### src/rtl/pmc_pkg.sv
package pmc_pkg;

  typedef enum logic [1:0] {
    MODE_ACTIVE     = 2'd0,
    MODE_DEEP_SLEEP = 2'd1,
    MODE_PWR_DOWN   = 2'd2,
    MODE_DEEP_PD    = 2'd3
  } sys_mode_e;

  localparam int unsigned MAX_CORES = 32;

  // True when at least one core is enabled and all enabled cores sleep.
  function automatic logic pd_ready(input logic [MAX_CORES-1:0] asleep,
                                    input logic [MAX_CORES-1:0] en);
    return (|en) && ((asleep & en) == en);
  endfunction

  // A non-zero level names a power-down state.
  function automatic logic is_pd_level(input logic [1:0] lvl);
    return lvl != 2'd0;
  endfunction

endpackage

### src/rtl/pmc_wake_sync.sv
module pmc_wake_sync #(
  parameter int unsigned WIDTH  = 5,
  parameter int unsigned STAGES = 2
) (
  input  logic             clk,
  input  logic             rst_n,
  input  logic [WIDTH-1:0] async_i,
  output logic [WIDTH-1:0] sync_o
);

  logic [STAGES-1:0][WIDTH-1:0] chain_q;

  always_ff @(posedge clk or negedge rst_n) begin
    if (!rst_n) chain_q <= '0;
    else        chain_q <= {chain_q[STAGES-2:0], async_i};
  end

  assign sync_o = chain_q[STAGES-1];

endmodule

### src/rtl/pmc_core_state.sv
module pmc_core_state (
  input  logic clk,
  input  logic rst_n,
  input  logic sleep_req_i,
  input  logic wake_i,
  input  logic sys_active_i,
  input  logic pd_exit_i,
  output logic asleep_o,
  output logic clk_en_o
);

  logic asleep_q;

  always_ff @(posedge clk or negedge rst_n) begin
    if (!rst_n) begin
      asleep_q <= 1'b0;
    end else if (pd_exit_i) begin
      asleep_q <= 1'b0;
    end else if (sys_active_i) begin
      if (asleep_q && wake_i)
        asleep_q <= 1'b0;
      else if (!asleep_q && sleep_req_i && !wake_i)
        asleep_q <= 1'b1;
    end
  end

  assign asleep_o = asleep_q;
  assign clk_en_o = !asleep_q && sys_active_i;

  // a granted sleep closes the clock on the next cycle
  a_r2_sleep_gates: assert property (@(posedge clk) disable iff (!rst_n)
    (sys_active_i && !asleep_o && sleep_req_i && !wake_i) |=> !clk_en_o);

  // a wake to a sleeping core in active system clears the sleep state
  a_r3_wake_reopens: assert property (@(posedge clk) disable iff (!rst_n)
    (sys_active_i && asleep_o && wake_i) |=> !asleep_o);

  // a simultaneous wake keeps an awake core awake
  a_r3_wake_beats_sleep: assert property (@(posedge clk) disable iff (!rst_n)
    (sys_active_i && !asleep_o && wake_i) |=> !asleep_o);

endmodule

### src/rtl/pmc_sys_fsm.sv
module pmc_sys_fsm
  import pmc_pkg::*;
#(
  parameter int unsigned NUM_CORES = 2
) (
  input  logic                 clk,
  input  logic                 rst_n,
  input  logic [NUM_CORES-1:0] asleep_i,
  input  logic [NUM_CORES-1:0] pd_en_i,
  input  logic [1:0]           mode_sel_i,
  input  logic                 wake_any_i,
  output sys_mode_e            sys_mode_o,
  output logic                 pd_entry_o,
  output logic                 pd_exit_o,
  output logic                 rst_req_o
);

  sys_mode_e mode_q;
  logic      rst_req_q;
  logic      ready_w;

  assign ready_w    = pd_ready(MAX_CORES'(asleep_i), MAX_CORES'(pd_en_i));
  assign pd_entry_o = (mode_q == MODE_ACTIVE) && is_pd_level(mode_sel_i) && ready_w;
  assign pd_exit_o  = (mode_q != MODE_ACTIVE) && wake_any_i;

  always_ff @(posedge clk or negedge rst_n) begin
    if (!rst_n) begin
      mode_q    <= MODE_ACTIVE;
      rst_req_q <= 1'b0;
    end else begin
      if (pd_entry_o)     mode_q <= sys_mode_e'(mode_sel_i);
      else if (pd_exit_o) mode_q <= MODE_ACTIVE;
      rst_req_q <= pd_exit_o && (mode_q == MODE_DEEP_PD);
    end
  end

  assign sys_mode_o = mode_q;
  assign rst_req_o  = rst_req_q;

  // leaving active requires every enabled core to have been asleep
  a_r4_entry_needs_sleep: assert property (@(posedge clk) disable iff (!rst_n)
    ($past(sys_mode_o) == MODE_ACTIVE && sys_mode_o != MODE_ACTIVE) |->
      ($past(|pd_en_i) && $past((asleep_i & pd_en_i) == pd_en_i)));

  // a powered-down level holds until a wake arrives
  a_r6_level_held: assert property (@(posedge clk) disable iff (!rst_n)
    (sys_mode_o != MODE_ACTIVE && !wake_any_i) |=> $stable(sys_mode_o));

  // reboot request only right after deep power-down
  a_r9_rst_after_deep: assert property (@(posedge clk) disable iff (!rst_n)
    rst_req_o |-> ($past(sys_mode_o) == MODE_DEEP_PD && sys_mode_o == MODE_ACTIVE));

  // reboot request is a single-cycle pulse
  a_r9_rst_pulse: assert property (@(posedge clk) disable iff (!rst_n)
    rst_req_o |=> !rst_req_o);

  // wake lines do not move an active system
  a_r11_active_ignores_wake: assert property (@(posedge clk) disable iff (!rst_n)
    (sys_mode_o == MODE_ACTIVE && !pd_entry_o) |=> sys_mode_o == MODE_ACTIVE);

endmodule

### src/rtl/pwr_mode_ctrl.sv
module pwr_mode_ctrl
  import pmc_pkg::*;
#(
  parameter int unsigned NUM_CORES     = 2,
  parameter int unsigned NUM_WAKE_PINS = 4,
  parameter int unsigned SYNC_STAGES   = 2
) (
  input  logic                     clk,
  input  logic                     rst_n,
  input  logic [NUM_CORES-1:0]     core_sleep_req_i,
  input  logic [NUM_CORES-1:0]     core_pd_en_i,
  input  logic [NUM_CORES-1:0]     core_wake_i,
  input  logic [1:0]               pd_mode_sel_i,
  input  logic [NUM_WAKE_PINS-1:0] wakeup_pin_i,
  input  logic                     rtc_wake_i,
  output logic [NUM_CORES-1:0]     core_clk_en_o,
  output logic [1:0]               sys_mode_o,
  output logic                     sys_rst_req_o
);

  localparam int unsigned WAKE_W = NUM_WAKE_PINS + 1;

  logic [WAKE_W-1:0]    wake_sync_w;
  logic                 wake_any_w;
  logic [NUM_CORES-1:0] asleep_w;
  logic                 pd_entry_w;
  logic                 pd_exit_w;
  logic                 sys_active_w;
  sys_mode_e            mode_w;

  pmc_wake_sync #(
    .WIDTH  (WAKE_W),
    .STAGES (SYNC_STAGES)
  ) u_sync (
    .clk     (clk),
    .rst_n   (rst_n),
    .async_i ({rtc_wake_i, wakeup_pin_i}),
    .sync_o  (wake_sync_w)
  );

  assign wake_any_w = |wake_sync_w;

  pmc_sys_fsm #(
    .NUM_CORES (NUM_CORES)
  ) u_fsm (
    .clk        (clk),
    .rst_n      (rst_n),
    .asleep_i   (asleep_w),
    .pd_en_i    (core_pd_en_i),
    .mode_sel_i (pd_mode_sel_i),
    .wake_any_i (wake_any_w),
    .sys_mode_o (mode_w),
    .pd_entry_o (pd_entry_w),
    .pd_exit_o  (pd_exit_w),
    .rst_req_o  (sys_rst_req_o)
  );

  assign sys_active_w = (mode_w == MODE_ACTIVE);

  for (genvar c = 0; c < NUM_CORES; c++) begin : g_core
    pmc_core_state u_core (
      .clk          (clk),
      .rst_n        (rst_n),
      .sleep_req_i  (core_sleep_req_i[c]),
      .wake_i       (core_wake_i[c]),
      .sys_active_i (sys_active_w),
      .pd_exit_i    (pd_exit_w),
      .asleep_o     (asleep_w[c]),
      .clk_en_o     (core_clk_en_o[c])
    );
  end

  assign sys_mode_o = mode_w;

  // no core clock runs in a power-down level
  a_r10_gated_in_pd: assert property (@(posedge clk) disable iff (!rst_n)
    (sys_mode_o != 2'd0) |-> (core_clk_en_o == '0));

  // leaving power-down reopens every core clock
  a_r8_exit_all_awake: assert property (@(posedge clk) disable iff (!rst_n)
    pd_exit_w |=> (core_clk_en_o == '1));

  // entry and exit never coincide
  a_r4_entry_exit_exclusive: assert property (@(posedge clk) disable iff (!rst_n)
    !(pd_entry_w && pd_exit_w));

endmodule

### config.mk
export PLATFORM = sky130hd
export DESIGN_NAME = pwr_mode_ctrl
export DESIGN_NICKNAME = d
export VERILOG_FILES = /design/src/rtl/pmc_pkg.sv /design/src/rtl/pmc_wake_sync.sv /design/src/rtl/pmc_core_state.sv /design/src/rtl/pmc_sys_fsm.sv /design/src/rtl/pwr_mode_ctrl.sv
export SDC_FILE = /design/constraint.sdc
export NUM_CORES = 1
export LEC_CHECK = 0
export ABC_CLOCK_PERIOD_IN_PS = 3000
export BUFFER_PORTS_ARGS = -buffer_cell sky130_fd_sc_hd__buf_2
export CAP_MARGIN = 10
export CORE_AREA = 4 4 41 43
export DETAILED_ROUTE_END_ITERATION = 6
export DIE_AREA = 0 0 45 47
export PLACE_DENSITY = 0.73
export SLEW_MARGIN = 40
export SYNTH_ARGS = -nofsm -noshare
export SYNTH_HDL_FRONTEND = slang
export SYNTH_HIERARCHICAL = 1
export SYNTH_SLANG_ARGS = --single-unit
### constraint.sdc
create_clock -name clk -period 3 [get_ports clk]
set_input_delay 0.15 -clock clk [delete_from_list [all_inputs] [get_ports clk]]
set_output_delay 0.15 -clock clk [all_outputs]
set_load 0.1 [all_outputs]
==> Yosys cells after proc, flatten, opt, wreduce, memory -nomap -nowiden <==
Index checks and enable logic that the tools add are counted.
{ "word_totals": {"ram_bits": 0, "input_bits": 15, "word_cells": 47, "mem_bits_ro": 0, "output_inout_bits": 5, "register_bits": 15, "latchBits": 0, "n_memories": 0} }
{ "classes": {"reduce_logical": 28, "n_div": 0, "eq_ne": 2, "muxes": 10, "multipliers": 0, "n_bitwise": 1, "add_sub_neg": 0, "n_shift": 0, "n_lt_le_gt_ge": 0} }
{ "op_table": {"columns": ["cell", "n"], "rows": [
  ["equality test 32 x 2 -> 1 bit", 1],
  ["logical AND 1 bit", 13],
  ["2-to-1 mux 1 bit", 8],
  ["nonzero test 2 bit", 4],
  ["nonzero test 3 bit", 2],
  ["OR reduction 5 bit", 1],
  ["logical NOT 1 bit", 4],
  ["2-to-1 mux 2 bit", 2],
  ["AND reduction 2 bit", 2],
  ["bitwise AND 2 bit", 1],
  ["equality test 2 bit, second input constant", 1],
  ["logical NOT 2 bit", 1],
  ["OR reduction 2 bit", 1]
]} }

==> Depth between registers and ports, before layout <==
{ "depth": {"depth_word": 7, "mapped_depth": 5} }

==> Cells and area by module <==
The synthesis kept the hierarchy.
{ "by_module_without_submodules": {"columns": ["module", "area_each_um2", "n_inst", "cells_each", "seq_area_each_um2"], "rows": [
  ["pmc_wake_sync", 287.8, 1, 15, 250.2],
  ["pmc_sys_fsm", 168.9, 1, 15, 75.1],
  ["pmc_core_state", 43.8, 2, 4, 25.0],
  ["pwr_mode_ctrl", 16.3, 1, 4, 0.0]
]} }

==> Worst setup path after synthesis <==
No wires, ideal clock.
{ "synth_timing": {"path_kind": "reg-to-output", "startpoint": "register u_fsm.mode_q[0], in the netlist u_fsm/sys_mode_o[0]", "endpoint": "output core_clk_en_o[0]", "arrival_ns": 2.529, "slack_ns": 0.321, "t_required_ns": 2.850, "stages_incl_launch_ff": 3, "cell_sequence": "dfrtp_1 > nor2_1 > nor2b_1"} }
{ "synth_via": {"elab_chain_len": 2} }
{ "synth_lines": {"columns": ["item", "line", "source"], "rows": [
  ["start: declaration", "pmc_sys_fsm.sv:18", "sys_mode_e mode_q;"],
  ["start signal: assignment", "pmc_sys_fsm.sv:31", "if (pd_entry_o) mode_q <= sys_mode_e'(mode_sel_i);"],
  ["logical NOT 2 bit", "pwr_mode_ctrl.sv:58", "assign sys_active_w = (mode_w == MODE_ACTIVE);"],
  ["named net sys_active_w", "pwr_mode_ctrl.sv:28", "logic sys_active_w;"],
  ["logical AND 1 bit", "pmc_core_state.sv:28", "assign clk_en_o = !asleep_q && sys_active_i;"],
  ["end: declaration", "pwr_mode_ctrl.sv:16", "output logic [NUM_CORES-1:0] core_clk_en_o,"]
]} }
The timed path passes the listed nets, and every way through them passes these cells.

==> Final worst setup path <==
{ "layout_timing": {"startpoint": "register u_fsm.mode_q[1], in the netlist u_fsm/sys_mode_o[1]", "endpoint": "output core_clk_en_o[1]"} }
Same word-level chain as after synthesis.

==> key figures <==
Outcome
  – Run status: completed

Job
  – Max_cap viols: 0

Layout
  – Leading cell type in the layout, fill and taps excluded: buf_2
  – Fill count: 119
  – Most frequent cells in the layout: 19 x buf_2, 15 x dfrtp_1, 6 x dlygate4sd3_1
  – Fin nets: 81
  – Antenna cells: 0
  – Final core utilization: 54.4%
  – Area Overhead vs Synth: 29.8%
  – Share of layout cells above drive strength 1: 38.5%

Global routing
  – Vias in the first global route: 354
  – Largest net degree at the start of global routing: 16
  – Antenna violations before repair: 0
  – GRT overflow: 0
  – Tot GR Track Use: 11.3%
  – First-pass GRT wire length: 1620 um

Setup path
  – Top fanout value on the critical path: 6
  – Worst Path Class, Setup: register to output port
  – CP Capture Type: output port
  – Critical Path RT: 2.85 ns
  – Crit path DAT: 1.55 ns
  – Worst setup SP type: register

STA
  – WHS: 0.0539 ns
  – Slew headroom: between 60% and 70%
  – Max-slew violations: 0
  – Period minus WS final: roughly 1.7 ns
  – Final hold viol count: 0
  – Clk_skew: 0.00471 ns
  – Crit share post-route: between 50% and 60%
  – Final count of negative-setup-slack endpoints: 0
  – Transition time of the tightest slew-check pin: 0.495 ns
  – RSZ-0062 raised after global routing: no
  – Setup TNS: 0 ns
  – FMAX: 587 MHz

Min path
  – Worst Hold Class: input port to register

Power and ir drop
  – Worst ir drop on vdd: approximately 0.0004 V
  – LEAKAGE: 0.356 nW
  – PwrDens: between 600 and 700 nW/um^2

Routing
  – Iter 0 DRT Violations: 1
  – Avg Vias per Cell: 4.40
  – Via Count: 352
  – DR pass1 iterations: 2
  – Final WL: 940 um
  – Residual DRC: 0
  – Antenna viol nets, final: 0
  – Drt wl/cell: roughly 12 um

Floorplanning
  – # IOs: 20
  – Core area: 1300 um^2
  – Starting density of the core: 41.9%
  – Die area: 2120 um^2
  – Chip Width: around 45 um
  – Chip height: ~47 um
  – Cell Rows: 13

Place
  – Routability cong.: 0.715
  – IO buf count: 19
  – DP HPWL: 692 um

Synthesis
  – Syn. warnings: 6
  – Mapped Area: approximately 550 um^2
  – Post-synthesis area per instance: 13.3 um^2
  – Gate count after technology mapping: 41
  – Syn nets: 56

Clocking
  – Clock Tree Buf Depth: 2
  – CTS tree: done
  – H-tree depth: 1
  – Clock sinks: 15
  – Post-CTS sizing: 0
  – Root Driver: clkbuf_4
  – Worst skew pair latency: 0.27 ns
  – CTS buffer count: 3
  – Clock Pin Slew Worst Setup and Hold Paths: 0.08 ns
## flip-flops by register name, indices dropped and copies added, names as in the netlist
name / count
u_sync/sync_o: 5
u_fsm/sys_mode_o: 2
g_core.u_core/asleep_o: 2
u_fsm/rst_req_o: 1
u_sync/chain_q: 5
## area by class of cell
type	instances	area, um^2	area share [%]
sequential	15	375	53.0
timing repair buffer	25	155	21.9
multi-input combinational	19	125	17.7
clock buffer	4	26.3	3.71
tap	15	18.8	2.65
inverter	2	7.51	1.06
## worst max-delay path: stages, from the launching register on
cell	delay (ns)
dfrtp_1	0.41
nor2_1	0.28
nor2b_1	0.17
buf_2	0.43
## path summary, 6_finish.rpt
| path | from | to | slack, ns | depth (start not counted) |
|---|---|---|---|---|
| max in group asynchronous | rst_n | u_fsm/sys_mode_o[1]$_DFFE_PN0P_ | 2.46 | 2 |
| worst min register to register | u_sync/chain_q[1]$_DFF_PN0_ | u_sync/sync_o[1]$_DFF_PN0_ | 0.36 | 0 |
| min in group asynchronous | rst_n | u_sync/chain_q[4]$_DFF_PN0_ | 0.30 | 2 |
| worst max-delay path | u_fsm/sys_mode_o[1]$_DFFE_PN0P_ | core_clk_en_o[1] | 1.30 | 3 |
| worst max register to register | u_fsm/sys_mode_o[1]$_DFFE_PN0P_ | u_fsm/sys_mode_o[0]$_DFFE_PN0P_ | 1.80 | 2 |
| worst min-delay path | core_wake_i[0] | g_core[0].u_core/asleep_o$_DFFE_PN0P_ | 0.05 | 2 |
## power by group
group          switching (W)  leakage [nW]  internal, W
logic               0.000118         0.157    0.0000367
registers          0.0000105         0.183     0.000218
clock network      0.0000567        0.0150    0.0000514
## per-stage QoR
step           total power, W  area (um^2)  std cells  worst slack [ns]
2_1_floorplan        0.000355          546         41             0.321
3_3_place_gp         0.000380          622         70              1.61
3_5_place_dp         0.000383          622         70              1.58
4_1_cts              0.000496          708         80              1.28
5_1_grt              0.000518          708         80              1.18
6_report             0.000492          708         80              1.30
## per-layer routing
layer	wire length (um)	up-vias	global-route usage [%]	part of all wire (%)
met5	0	-	0	0
met4	8	0	3.51	0.85
met3	53	2	3.45	5.6
met2	520	9	19.5	55
met1	358	161	13.7	38
li1	-	180	-	-
## timing repair
| action | CTS | global route |
|---|---|---|
| setup endpoints to repair | 0 | 0 |
| buffers inserted | 0 | 0 |
| hold buffers | 6 | 0 |
| endpoints found under the hold margin | 20 | 0 |
Power figures use the tool's default switching activity.
